$ cat config.mk
export PLATFORM = sky130hd
export DESIGN_NAME = pgen_top
export DESIGN_NICKNAME = d
export VERILOG_FILES = /design/src/rtl/pgen_pkg.sv /design/src/rtl/pgen_regs.sv /design/src/rtl/pgen_prescale.sv /design/src/rtl/pgen_timer.sv /design/src/rtl/pgen_out.sv /design/src/rtl/pgen_top.sv
export SDC_FILE = /design/constraint.sdc
export NUM_CORES = 1
export LEC_CHECK = 0
export ABC_AREA = 1
export CORE_MARGIN = 1
export CORE_UTILIZATION = 30
export DETAILED_ROUTE_END_ITERATION = 12
export PLACE_DENSITY_LB_ADDON = 0.08
export SYNTH_ARGS = -nofsm -noshare
export SYNTH_HDL_FRONTEND = slang
export SYNTH_SLANG_ARGS = --single-unit
$ cat constraint.sdc
create_clock -name clk -period 3.75 [get_ports clk]
set_input_delay 1.125 -clock clk [delete_from_list [all_inputs] [get_ports clk]]
set_output_delay 1.125 -clock clk [all_outputs]
set_load 0.01 [all_outputs]
$ cat src/rtl/pgen_pkg.sv
package pgen_pkg;
  localparam int ADDR_W = 4;
  localparam int PS_W   = 3;
  localparam int TSEL_W = 2;

  localparam logic [ADDR_W-1:0] A_CTRL = 4'd0;
  localparam logic [ADDR_W-1:0] A_DIR  = 4'd1;
  localparam logic [ADDR_W-1:0] A_NDE  = 4'd2;
  localparam logic [ADDR_W-1:0] A_ODR  = 4'd3;
  localparam logic [ADDR_W-1:0] A_NDR  = 4'd4;
  localparam logic [ADDR_W-1:0] A_STAT = 4'd5;
  localparam int                A_CMP0 = 8;

  typedef struct packed {
    logic              ie;
    logic [TSEL_W-1:0] tsel;
    logic              clr;
    logic [PS_W-1:0]   ps;
    logic              start;
  } ctrl_t;

  localparam int CTRL_W = $bits(ctrl_t);
endpackage

$ cat src/rtl/pgen_regs.sv
module pgen_regs
  import pgen_pkg::*;
#(
  parameter int W  = 8,
  parameter int CW = 16,
  parameter int NC = 4,
  parameter int DW = 16
) (
  input  logic                  clk,
  input  logic                  rst,
  input  logic                  wr_en,
  input  logic [ADDR_W-1:0]     wr_addr,
  input  logic [DW-1:0]         wr_data,
  output ctrl_t                 ctrl,
  output logic [W-1:0]          dir,
  output logic [W-1:0]          nde,
  output logic [W-1:0]          ndr,
  output logic [NC-1:0][CW-1:0] cmp,
  output logic                  odr_wr,
  output logic                  flag_clr
);
  always_ff @(posedge clk) begin
    if (rst) begin
      ctrl <= '0;
      dir  <= '0;
      nde  <= '0;
      ndr  <= '0;
    end else if (wr_en) begin
      case (wr_addr)
        A_CTRL:  ctrl <= ctrl_t'(wr_data[CTRL_W-1:0]);
        A_DIR:   dir  <= wr_data[W-1:0];
        A_NDE:   nde  <= wr_data[W-1:0];
        A_NDR:   ndr  <= wr_data[W-1:0];
        default: ;
      endcase
    end
  end

  for (genvar i = 0; i < NC; i++) begin : g_cmp
    localparam logic [ADDR_W-1:0] MY_ADDR = ADDR_W'(A_CMP0 + i);
    always_ff @(posedge clk) begin
      if (rst)                             cmp[i] <= '0;
      else if (wr_en && wr_addr == MY_ADDR) cmp[i] <= wr_data[CW-1:0];
    end
  end

  assign odr_wr   = wr_en && (wr_addr == A_ODR);
  assign flag_clr = wr_en && (wr_addr == A_STAT) && wr_data[0];
endmodule

$ cat src/rtl/pgen_prescale.sv
module pgen_prescale #(
  parameter int PS_W = 3
) (
  input  logic            clk,
  input  logic            rst,
  input  logic            run,
  input  logic [PS_W-1:0] sel,
  output logic            tick
);
  localparam int PRE_W = (2 ** PS_W) - 1;

  logic [PRE_W-1:0] pre;
  logic [PRE_W-1:0] mask;

  always_ff @(posedge clk) begin
    if (rst || !run) pre <= '0;
    else             pre <= pre + PRE_W'(1);
  end

  assign mask = ~({PRE_W{1'b1}} << sel);
  assign tick = run && ((pre & mask) == mask);
endmodule

$ cat src/rtl/pgen_timer.sv
module pgen_timer #(
  parameter int CW = 16,
  parameter int NC = 4
) (
  input  logic                  clk,
  input  logic                  rst,
  input  logic                  tick,
  input  logic                  clr,
  input  logic [NC-1:0][CW-1:0] cmp,
  output logic [CW-1:0]         cnt,
  output logic [NC-1:0]         match
);
  for (genvar i = 0; i < NC; i++) begin : g_match
    assign match[i] = tick && (cnt == cmp[i]);
  end

  always_ff @(posedge clk) begin
    if (rst)                  cnt <= '0;
    else if (tick) begin
      if (clr && match[0])    cnt <= '0;
      else                    cnt <= cnt + CW'(1);
    end
  end
endmodule

$ cat src/rtl/pgen_out.sv
module pgen_out #(
  parameter int W = 8
) (
  input  logic         clk,
  input  logic         rst,
  input  logic         trig,
  input  logic [W-1:0] xmask,
  input  logic [W-1:0] ndr,
  input  logic         odr_wr,
  input  logic [W-1:0] odr_wdata,
  input  logic         flag_clr,
  output logic [W-1:0] odr,
  output logic         flag
);
  logic [W-1:0] odr_n;

  always_comb begin
    odr_n = odr;
    if (odr_wr) odr_n = odr_wdata;
    if (trig)   odr_n = (odr_n & ~xmask) | (ndr & xmask);
  end

  always_ff @(posedge clk) begin
    if (rst) begin
      odr  <= '0;
      flag <= 1'b0;
    end else begin
      odr <= odr_n;
      if (trig)          flag <= 1'b1;
      else if (flag_clr) flag <= 1'b0;
    end
  end
endmodule

$ cat src/rtl/pgen_top.sv
module pgen_top
  import pgen_pkg::*;
#(
  parameter int W  = 8,
  parameter int CW = 16,
  parameter int NC = 4,
  parameter int DW = 16
) (
  input  logic              clk,
  input  logic              rst,
  input  logic              wr_en,
  input  logic [ADDR_W-1:0] wr_addr,
  input  logic [DW-1:0]     wr_data,
  output logic [W-1:0]      pin_o,
  output logic [W-1:0]      pin_oe_o,
  output logic              irq_o,
  output logic              flag_o
);
  ctrl_t                 ctrl;
  logic [W-1:0]          dir, nde, ndr, xmask;
  logic [NC-1:0][CW-1:0] cmp;
  logic                  odr_wr, flag_clr, tick, trig, run, clr, match0;
  logic [CW-1:0]         cnt;
  logic [NC-1:0]         match;

  pgen_regs #(.W(W), .CW(CW), .NC(NC), .DW(DW)) regs_i (
    .clk(clk), .rst(rst), .wr_en(wr_en), .wr_addr(wr_addr), .wr_data(wr_data),
    .ctrl(ctrl), .dir(dir), .nde(nde), .ndr(ndr), .cmp(cmp),
    .odr_wr(odr_wr), .flag_clr(flag_clr)
  );

  assign run = ctrl.start;
  assign clr = ctrl.clr;

  pgen_prescale #(.PS_W(PS_W)) pre_i (
    .clk(clk), .rst(rst), .run(run), .sel(ctrl.ps), .tick(tick)
  );

  pgen_timer #(.CW(CW), .NC(NC)) tmr_i (
    .clk(clk), .rst(rst), .tick(tick), .clr(clr), .cmp(cmp),
    .cnt(cnt), .match(match)
  );

  assign match0 = match[0];

  always_comb begin
    trig = 1'b0;
    for (int i = 0; i < NC; i++)
      if (ctrl.tsel == TSEL_W'(i)) trig = match[i];
  end

  assign xmask = dir & nde;

  pgen_out #(.W(W)) out_i (
    .clk(clk), .rst(rst), .trig(trig), .xmask(xmask), .ndr(ndr),
    .odr_wr(odr_wr), .odr_wdata(wr_data[W-1:0]), .flag_clr(flag_clr),
    .odr(pin_o), .flag(flag_o)
  );

  assign pin_oe_o = dir;
  assign irq_o    = flag_o & ctrl.ie;
endmodule

* Word level (Yosys, flattened, before mapping) *
Index checks and enable logic that the tools add are counted.

word-level totals
  logic and storage cells = 75
  bits of input ports = 23
  register bits after elaboration = 128
  output and inout port bits = 18

cells by class
  eq/ne operators = 17
  shifts and indexed selects = 1
  reduce and logical (&&, ||, !) cells = 22
  bitwise gates (word level) = 8
  mux-type cells = 9
  add/subtract/negate cells = 2

operator list
  cell                                                                    number
  16-bit equality test                                                    4
  8-bit AND                                                               3
  16-bit by 1-bit adder with 16-bit output (second input constant)        1
  4-bit equality test (second input constant)                             4
  16-bit two-way mux                                                      1
  8-bit two-way mux                                                       2
  1-bit logical AND                                                       13
  4-bit by 2-bit equality test with 1-bit output (second input constant)  2
  4-bit by 3-bit equality test with 1-bit output (second input constant)  2
  8-bit NOT                                                               1
  8-bit OR                                                                1
  2-bit AND reduction                                                     4
  7-bit by 1-bit adder with 7-bit output (second input constant)          1
  7-bit AND                                                               1
  7-bit equality test                                                     1
  7-bit NOT                                                               1
  7-bit by 3-bit << shifter with 7-bit output (first input constant)      1
  1-bit two-way mux                                                       6
  2-bit equality test (second input constant)                             2
  4-bit by 1-bit equality test with 1-bit output (second input constant)  1
  4-bit logical NOT                                                       1
  2-bit by 1-bit equality test with 1-bit output (second input constant)  1
  2-bit logical NOT                                                       1
  2-bit nonzero test                                                      1
  3 further kinds                                                         3

* Longest topological paths before layout *
Gate-level depths: netlist of run 1.

  word-level depth = 11
  gate-level depth with buffers = 13
  mapped depth without buffers = 12

* By module *
A second synthesis of run 1 with hierarchy kept.

unflattened totals
  cells, all modules = 1020
  area, all modules = 6637.6 um^2

modules (own cells, without submodules)
  module         seq. area each (um^2)  cells each  instances  area each (um^2)
  pgen_regs      1921.8                 557         1          3920.0
  pgen_timer     320.3                  298         1          1773.0
  pgen_out       180.2                  81          1          480.5
  pgen_prescale  140.1                  53          1          345.3
  pgen_top       0.0                    31          1          118.9

* Worst setup path after synthesis of run 1 *
Ideal clock, no wire load.

  path type = in2reg
  start = input wr_addr[0]
  end = register regs_i.cmp[45] (netlist name)
  path buffers = 1
  data required time = 3.622 ns
  stages = 7
  data arrival time = 2.042 ns
  slack = 1.580 ns
  library setup time = 0.128 ns
  path through = inv_1 -> nand3_1 -> nor2_2 -> inv_1 -> clkbuf_1 -> o21ai_0 -> a21oi_1

on the way
  longest elaborated chain between the ends = 2

ends and longest elaborated chain
  element                         RTL line         text
  start: declaration              pgen_top.sv:12   input logic [ADDR_W-1:0] wr_addr,
  4-bit equality test             pgen_regs.sv:43  else if (wr_en && wr_addr == MY_ADDR) cmp[i] <= wr_data[CW-1:0];
  1-bit logical AND               pgen_regs.sv:43
  end signal: indexed assignment  pgen_regs.sv:43
  end: declaration                pgen_regs.sv:18  output logic [NC-1:0][CW-1:0] cmp,

No other way between the ends.
A chain may end at the register's enable or synchronous reset.

* Final worst setup path of run 1 *
  start = register out_i.flag
  end = output irq_o

on the way
  longest elaborated chain between the ends = 1

ends and longest elaborated chain
  element                   RTL line        text
  start: declaration        pgen_out.sv:13  output logic flag
  start signal: assignment  pgen_out.sv:26  flag <= 1'b0;
  start signal: assignment  pgen_out.sv:29  if (trig) flag <= 1'b1;
  start signal: assignment  pgen_out.sv:30  else if (flag_clr) flag <= 1'b0;
  1-bit AND                 pgen_top.sv:61  assign irq_o = flag_o & ctrl.ie;
  end: declaration          pgen_top.sv:16  output logic irq_o,

No other way between the ends.

==> results of run 1 <==
[stage by stage]
stage	util [%]	area [um2]	setup slack [ns]	hold slack, ns	total power [mW]
after CTS	36.69	7448	1.159	0.4537	3.397
after detailed placement	33.66	6833	0.7658	0.4428	1.646
after floorplan	-	6213	1.580	0.4237	1.550
final	36.69	7448	1.185	0.4555	3.353
after global routing	36.69	7448	0.9694	0.4871	3.489
after global placement	33.66	6833	0.8160	0.4400	1.647
[final cells by class]
cell class | instances | area (um2)
Clock buffer | 22 | 484.2
Clock inverter | 10 | 131.4
Fill cell | 2222 | 12850
Inverter | 114 | 435.4
Multi-Input combinational cell | 609 | 3002
Sequential cell | 128 | 2562
Tap cell | 270 | 337.8
Timing Repair Buffer | 51 | 495.5
[worst max-delay path, stage by stage, from the launching register on]
cell and delay, ns:
dfxtp_1 0.37, nand2_1 0.06, inv_1 0.05, clkdlybuf4s50_1 0.53
[registers in the layout, summed over array words and instances (netlist names), 7 cells and up]
signal       cells
regs_i.ndr       8
pre_i.pre        7
regs_i.ctrl      8
regs_i.dir       8
regs_i.nde       8
regs_i.cmp      64
out_i.odr        8
tmr_i.cnt       16
[cells by family after synthesis]
group,count (synthesis),synth area share [%]
fa+ha+maj,2,0.4027
simple gates,364,25.82
flops,128,41.24
buf+inv,155,10.45
xor+xnor,30,4.229
compound gates,213,17.86
[how the worst min path moves through the flow]
stage               cells after the start  slack, ns                          end
floorplan                               2       0.42  regs_i.ctrl[7]$_SDFFE_PP0P_
detailed placement                      2       0.44  regs_i.ctrl[7]$_SDFFE_PP0P_
CTS                                     2       0.45  regs_i.ctrl[7]$_SDFFE_PP0P_
finish                                  2       0.46  regs_i.ctrl[7]$_SDFFE_PP0P_
global placement                        2       0.44  regs_i.ctrl[7]$_SDFFE_PP0P_
global route                            1       0.49      pre_i.pre[3]$_SDFF_PP0_
[per-layer routing]
layer  part of all wire [%]  vias to the layer above  global-route usage, %
met5                      0                        -                      0
met4                    1.1                        0                  5.211
met3                    2.8                       12                  3.041
met2                     43                       60                  27.25
met1                     53                     2426                  25.56
li1                       -                     2894                      -
[power groups by stage]
stage	sequential [mW]	clock [mW]	combinational [mW]
finish	1.40	1.74	0.212
global route	1.40	1.85	0.239
CTS	1.40	1.78	0.217
detailed placement	1.43	0	0.215
global placement	1.43	0	0.216
floorplan	1.43	0	0.123
[cell usage in the layout, fill, tap and decap left out, types with 5 or more instances in the layout]
master and instances:
a21oi_1 94, buf_4 10, clkbuf_16 17, clkdlybuf4s50_1 40
clkinv_2 5, dfxtp_1 128, inv_1 103, inv_2 9
nand2_1 195, nand3_1 18, nand4_1 12, nor2_1 101
nor2_2 5, nor3_1 10, nor3_2 10, o21ai_0 107
xnor2_1 6, xor2_1 24
==> flow_summary.yaml, run 1 <==
outcome:
  status: "finished clean"
setup_path:
  critPathMaxFanout: 3
  critPathLaunchType: "flip-flop"
  timing.rr.end: "out_i.odr[0]$_SDFF_PP0_"
  r2r_start: "tmr_i.cnt[9]$_SDFFE_PP0N_"
  crit_end: "irq_o"
  cp.arrival_ns: 1.44
  worstPathRequired_ns: 2.62
  r2r_cells: 11
  end_kind: "output pin"
  rrSetupSlack_ns: 1.50
  critPathKind: "flip-flop to output pin"
  worstSetupStartpoint: "out_i.flag$_SDFFE_PP0P_"
detailed_routing:
  num_vias: 5392
  wl_per_cell_um: 15.01
  drc_errors: 0
  drtIter0Drc: 353
  vias_per_cell: 4.478
  firstDrtPassIters: 4
  ant_nets: 0
  routed_wl_mm: 18.07
global_route:
  gr-total-overflow: 0
  antenna_found_initial: 0
  grt_max_degree: 88
  grt_usage_pct: 17.84
  grt_pass1_wl_mm: 29.15
  grt_pass1_vias: 5206
floorplanning:
  die_w_um: 145.9
  ioPinCount: 41
  dieArea_um2: 21290
  rows: 52
  start_util_pct: 30.61
  fp.dieH_um: 145.9
  coreArea_um2: 20300
cts:
  cts_buffers: 17
  cts_tree: "built"
  clk_pin_slew_ns: 0.06
  worstSkewPairLatency_ns: 0.42
  cts.sinks: 128
  cts_resized: 0
  postCtsSetupBuffers: 0
  htree_levels: 4
  root_buffer: "clkbuf_16"
  holdBufCountCts: 0
  clk_path_buf_depth: 2
pwr:
  p_clk_share_pct: 51.9
  internal_power_mw: 2.573
  irDropWorstVdd_uv: 300.6
  power.density_nw_per_um2: 450.1
  p_sw_share_pct: 23.27
  switching_power_mw: 0.7800
  comb_power_share_pct: 6.3
  p_leak_nw: 3.173
  seqPwrFrac_pct: 41.8
sta:
  worst_pin_slew_ns: 0.6084
  fin_crit_sh_pct: 68.41
  maxSlewViolCount: 0
  rsz0062_at_grt: "no"
  setup_viol_count_final: 0
  fmax_ghz: 0.3898
  fin_skew_ns: 0.01594
  fin_crit_ns: 2.565
  slew_headroom_pct: 59.32
  fin_setup_tns_ns: 0
  report.final.hold_viol_count: 0
yosys:
  synthesis.area_um2: 6213
  syn_avg_cell_area_um2: 6.966
  synth_edf_count: 0
  synth.most_common_cell: "nand2_1"
  synthDominantCellAreaShare_pct: 41.24
  synth_largest_area_cell: "dfxtp_1"
  synth_commonest_cells: "nand2_1 (195), dfxtp_1 (128), o21ai_0 (107), inv_1 (104), nor2_1 (101)"
  synth_nets: 917
  synth-seq-area-share_pct: 41.24
  ys_warn_count: 0
  ys_async_sr_fraction_pct: 0
  synthFlopType: "dfxtp_1"
  synth_area_leaders: "dfxtp_1 (41%), nand2_1 (12%), o21ai_0 (8.6%)"
  ys_ff_latch: 128
  synth.lib_cells_used.distinct: 37
  syn_inst: 892
cells_and_area:
  drive_above_1_share_pct: 8.994
  final_nets: 946
  antennaDiodeCount: 0
  syn2layout_area_growth_pct: 19.88
  finalNonFillerCells: 1204
place:
  io_buffers: 40
  placed_cells: 1172
  routabilityCongestion: 0.7660
  hpwl_mm: 12.73
job:
  drv_cap: 0
min_path:
  hold_start: "regs_i.ctrl[7]$_SDFFE_PP0P_"
  hp-class: "flip-flop to flip-flop"
Power figures use the tool's default switching activity.
==> inputs of run 2 (changes only) <==
==> constraint.sdc (replaced) <==
create_clock -name clk -period 2.23 [get_ports clk]
set_input_delay 0.669 -clock clk [delete_from_list [all_inputs] [get_ports clk]]
set_output_delay 0.669 -clock clk [all_outputs]
set_load 0.01 [all_outputs]
==> run 2 against run 1 <==
Routed wire length increased by 2.6%. Count of clock-buffer cells in the layout increased by 3. Sequential cell count unchanged. First-iteration DRC count decreased by 13%. Register-to-register slack got worse by 1.3 ns. Largest cell class unchanged. Highest routed layer unchanged.
==> flow_summary.yaml, run 2 (synthesized netlist as in run 1, its figures left out) <==
setup_path:
  cp.arrival_ns: 1.43
  critPathKind: "flip-flop to output pin"
  critPathMaxFanout: 3
  critPathLaunchType: "flip-flop"
  end_kind: "output pin"
  worstPathRequired_ns: 1.56
cells_and_area:
  final_nets: 979
  layout_common_cells: "nand2_1 (195), dfxtp_1 (127), o21ai_0 (107)"
  final_cell_area_um2: 7736
  reg_top3: "regs_i.cmp (64), tmr_i.cnt (16)"
  syn2layout_area_growth_pct: 24.51
  finalNonFillerCells: 1237
  fin_util_pct: 38.11
  layout_commonest_cell: "nand2_1"
  fillers: 2217
  antennaDiodeCount: 0
  largest_reg_flops: 64
  drive_above_1_share_pct: 12.00
  largest_register: "regs_i.cmp"
sta:
  fin_crit_ns: 2.097
  worst_pin_slew_ns: 0.4762
  setup_viol_count_final: 0
  report.final.hold_viol_count: 0
  rsz0062_at_grt: "no"
  fmax_ghz: 0.4768
  fin_skew_ns: 0.009070
  maxSlewViolCount: 0
  fin_setup_tns_ns: 0
  fin_crit_sh_pct: 94.05
  slew_headroom_pct: 68.22
pwr:
  power.density_nw_per_um2: 724.5
  finalPower_mw: 5.605
  irDropWorstVdd_uv: 533.3
  p_leak_nw: 3.332
floorplanning:
  fp.dieH_um: 145.9
  start_util_pct: 30.61
  ioPinCount: 41
  coreArea_um2: 20300
  dieArea_um2: 21290
  rows: 52
  die_w_um: 145.9
global_route:
  grt_pass1_vias: 5382
  grt_pass1_wl_mm: 29.46
  gr-total-overflow: 0
  grt_usage_pct: 18.11
  grt_max_degree: 40
  antenna_found_initial: 0
detailed_routing:
  drc_errors: 0
  vias_per_cell: 4.477
  firstDrtPassIters: 4
  routed_wl_mm: 18.55
  wl_per_cell_um: 14.99
  drtIter0Drc: 306
  ant_nets: 0
  num_vias: 5538
cts:
  cts_tree: "built"
  clk_pin_slew_ns: 0.06
  clk_path_buf_depth: 2
  cts_resized: 0
  cts_buffers: 17
  postCtsSetupBuffers: 0
  holdBufCountCts: 0
  cts.sinks: 128
  worstSkewPairLatency_ns: 0.42
  root_buffer: "clkbuf_16"
  htree_levels: 4
place:
  routabilityCongestion: 0.7893
  placed_cells: 1205
  place_area_um2: 7131
  hpwl_mm: 13.72
  io_buffers: 40
job:
  drv_cap: 0
outcome:
  status: "finished clean"
min_path:
  hp-class: "flip-flop to flip-flop"
==> run 2: cell types whose count changed in the layout (fill, tap and decap cells not counted), moves of 2 or more <==
cell / delta
buf_12: +4
buf_4: +29
clkbuf_1: +2
clkinv_2: -5
clkinvlp_4: +3
==> run 2: final timing paths <==
check	start	to	slack [ns]	cells past startpoint
min	pre_i.pre[3]$_SDFF_PP0_	pre_i.pre[3]$_SDFF_PP0_	0.46	1
max	out_i.flag$_SDFFE_PP0P_	irq_o	0.13	3
min reg2reg	pre_i.pre[3]$_SDFF_PP0_	pre_i.pre[3]$_SDFF_PP0_	0.46	1
max reg2reg	tmr_i.cnt[5]$_SDFFE_PP0N_	out_i.odr[3]$_SDFF_PP0_	0.20	11
==> run 2: per-stage QoR <==
stage               worst slack (ns)  hold WS (ns)
CTS                          0.09852        0.4666
global route                0.002878        0.4869
detailed placement          -0.02646        0.4525
global placement            -0.04111        0.4417
finish                        0.1326        0.4621
floorplan                     0.5157        0.4237
==> run 2: layout make-up <==
class / instances / area (um2) / share of cell area [%]
timing repair buffer: 84 / 793.3 / 10.25
multi-input combinational: 609 / 3002 / 38.80
clock buffer: 25 / 505.5 / 6.534
inverter: 114 / 435.4 / 5.628
sequential: 128 / 2564 / 33.14
clock inverter: 7 / 98.84 / 1.278
tap: 270 / 337.8 / 4.367
==> run 2: critical path, stage by stage (launching register included) <==
cell and delay, ns:
dfxtp_1 0.37, nand2_1 0.07, inv_1 0.05, clkdlybuf4s50_1 0.53
==> run 2: layer usage <==
layer / wire, um / track usage [%]
met1: 9691 / 25.45
met2: 8129 / 28.42
met3: 538 / 2.853
met4: 185 / 5.368
met5: 0 / 0
==> run 2: power by group <==
group	switching, mW	internal, mW	leakage [nW]
clock	1.06	1.80	0.282
sequential	0.0264	2.33	1.04
combinational	0.241	0.152	2.01
total	1.32	4.28	3.33
==> inputs of run 3 (changes only) <==
--- a/config.mk
+++ b/config.mk
@@ -7,7 +7,7 @@
 export LEC_CHECK = 0
 export ABC_AREA = 1
 export CORE_MARGIN = 1
-export CORE_UTILIZATION = 30
+export CORE_UTILIZATION = 53
 export DETAILED_ROUTE_END_ITERATION = 12
 export PLACE_DENSITY_LB_ADDON = 0.08
 export SYNTH_ARGS = -nofsm -noshare
==> run 3 against run 2 <==
Die area down 43%. Combinational power down 1%. Setup slack improved by 0.0027 ns. Routed wire length shrank 11%. Maximum frequency is 0.13% higher. Non-clock buffer count down 11. Clock power decreased by 2%. Register-to-register slack hardly changed. Sequential power about the same. First-iteration DRC count rose by 60%. Worst hold slack got worse by 0.013 ns. Final area fell by 3.1%. Critical path type unchanged. Critical endpoint unchanged. Highest routed layer unchanged.
==> flow_summary.yaml, run 3 (synthesized netlist as in run 1, its figures left out) <==
cells_and_area:
  drive_above_1_share_pct: 11.30
  layout_commonest_cell: "nand2_1"
  layout_common_cells: "nand2_1 (195), dfxtp_1 (127), o21ai_0 (107)"
  finalNonFillerCells: 1099
  final_cell_area_um2: 7496
  syn2layout_area_growth_pct: 20.64
  fin_util_pct: 65.65
  reg_top3: "regs_i.cmp (64), tmr_i.cnt (16)"
  largest_register: "regs_i.cmp"
  largest_reg_flops: 64
  final_nets: 968
  antennaDiodeCount: 0
floorplanning:
  start_util_pct: 54.42
  fp.dieH_um: 110.3
  dieArea_um2: 12160
  coreArea_um2: 11420
  ioPinCount: 41
  rows: 39
  die_w_um: 110.3
cts:
  clk_pin_slew_ns: 0.06
  worstSkewPairLatency_ns: 0.42
  clk_path_buf_depth: 2
  cts.sinks: 128
  cts_tree: "built"
  cts_buffers: 17
  holdBufCountCts: 0
  cts_resized: 0
  htree_levels: 4
  postCtsSetupBuffers: 0
  root_buffer: "clkbuf_16"
sta:
  rsz0062_at_grt: "no"
  fin_setup_tns_ns: 0
  fin_crit_ns: 2.095
  worst_pin_slew_ns: 0.4806
  setup_viol_count_final: 0
  fin_crit_sh_pct: 93.93
  slew_headroom_pct: 67.72
  fmax_ghz: 0.4774
  fin_skew_ns: 0.009232
  maxSlewViolCount: 0
  report.final.hold_viol_count: 0
setup_path:
  critPathMaxFanout: 3
  worstPathRequired_ns: 1.56
  critPathLaunchType: "flip-flop"
  path_cells: "nand2_1, inv_1, clkdlybuf4s50_1"
  cp.arrival_ns: 1.43
  critPathKind: "flip-flop to output pin"
  end_kind: "output pin"
  critical_path.slowest_cell: "clkdlybuf4s50_1"
  r2r_cells: 11
  critPathMaxStageDelay_ns: 0.52
detailed_routing:
  firstDrtPassIters: 7
  num_vias: 5887
  routed_wl_mm: 16.56
  drc_errors: 0
  drtIter0Drc: 490
  ant_nets: 0
  vias_per_cell: 5.357
  wl_per_cell_um: 15.07
global_route:
  grt_pass1_wl_mm: 26.60
  grt_max_degree: 32
  grt_usage_pct: 29.27
  gr-total-overflow: 0
  grt_pass1_vias: 5552
  antenna_found_initial: 0
place:
  placed_cells: 1067
  routabilityCongestion: 0.8963
  io_buffers: 40
  place_area_um2: 6902
  hpwl_mm: 11.99
min_path:
  min_path_cells: 2
  hp-class: "flip-flop to flip-flop"
job:
  drv_cap: 0
pwr:
  irDropWorstVdd_uv: 611.0
  power.density_nw_per_um2: 738.7
  p_leak_nw: 3.282
outcome:
  status: "finished clean"
## run 3: cell types whose count changed in the layout (fill, tap and decap cells not counted), sizes merged
cell      previous run  this run
clkinv               0         4
inv                115       119
clkinvlp             4         3
buf                 44        33
clkbuf              25        18
## run 3: where the power goes
part           switching [mW]  internal (mW)  leakage [nW]
registers              0.0268           2.33          1.04
clock network            1.10           1.69         0.284
logic                   0.233          0.155          1.96
total                    1.36           4.17          3.28
## run 3: through the flow
step	setup slack, ns	total power, mW	hold WS, ns
global placement	-0.02682	2.780	0.4333
finish	0.1353	5.537	0.4489
CTS	0.09941	5.557	0.4489
floorplan	0.5157	2.607	0.4237
detailed placement	-0.1121	2.787	0.4398
global route	0.0003293	5.691	0.4654
## run 3: cell type report
type	instances	area, um2
inverter	114	435.4
clock buffer	18	439.2
clock inverter	14	153.9
timing repair buffer	73	723.2
fill	1019	3923
tap	143	178.9
multi-input combinational	609	3002
sequential	128	2564
## run 3: layer usage
metal / part of all wire (%) / wire length (um) / vias up / GRT usage (%)
li1: - / - / 2946 / -
met1: 46 / 7611 / 2722 / 38.69
met2: 45 / 7499 / 191 / 46.14
met3: 6.6 / 1092 / 28 / 6.349
met4: 2.2 / 361 / 0 / 12.12
met5: 0 / 0 / - / 0
## run 3: final timing paths
check / from / to / slack (ns)
max: out_i.flag$_SDFFE_PP0P_ / irq_o / 0.14
min: regs_i.ctrl[7]$_SDFFE_PP0P_ / regs_i.ctrl[7]$_SDFFE_PP0P_ / 0.45
max reg2reg: tmr_i.cnt[5]$_SDFFE_PP0N_ / out_i.odr[4]$_SDFF_PP0_ / 0.20
min reg2reg: regs_i.ctrl[7]$_SDFFE_PP0P_ / regs_i.ctrl[7]$_SDFFE_PP0P_ / 0.45
## run 3: critical path: cells and delay by family, from the launching register on
kind / cells / cell delay, ns
DFF: 1 / 0.37
buffers and inverters: 2 / 0.57
and+or+nand+nor: 1 / 0.06
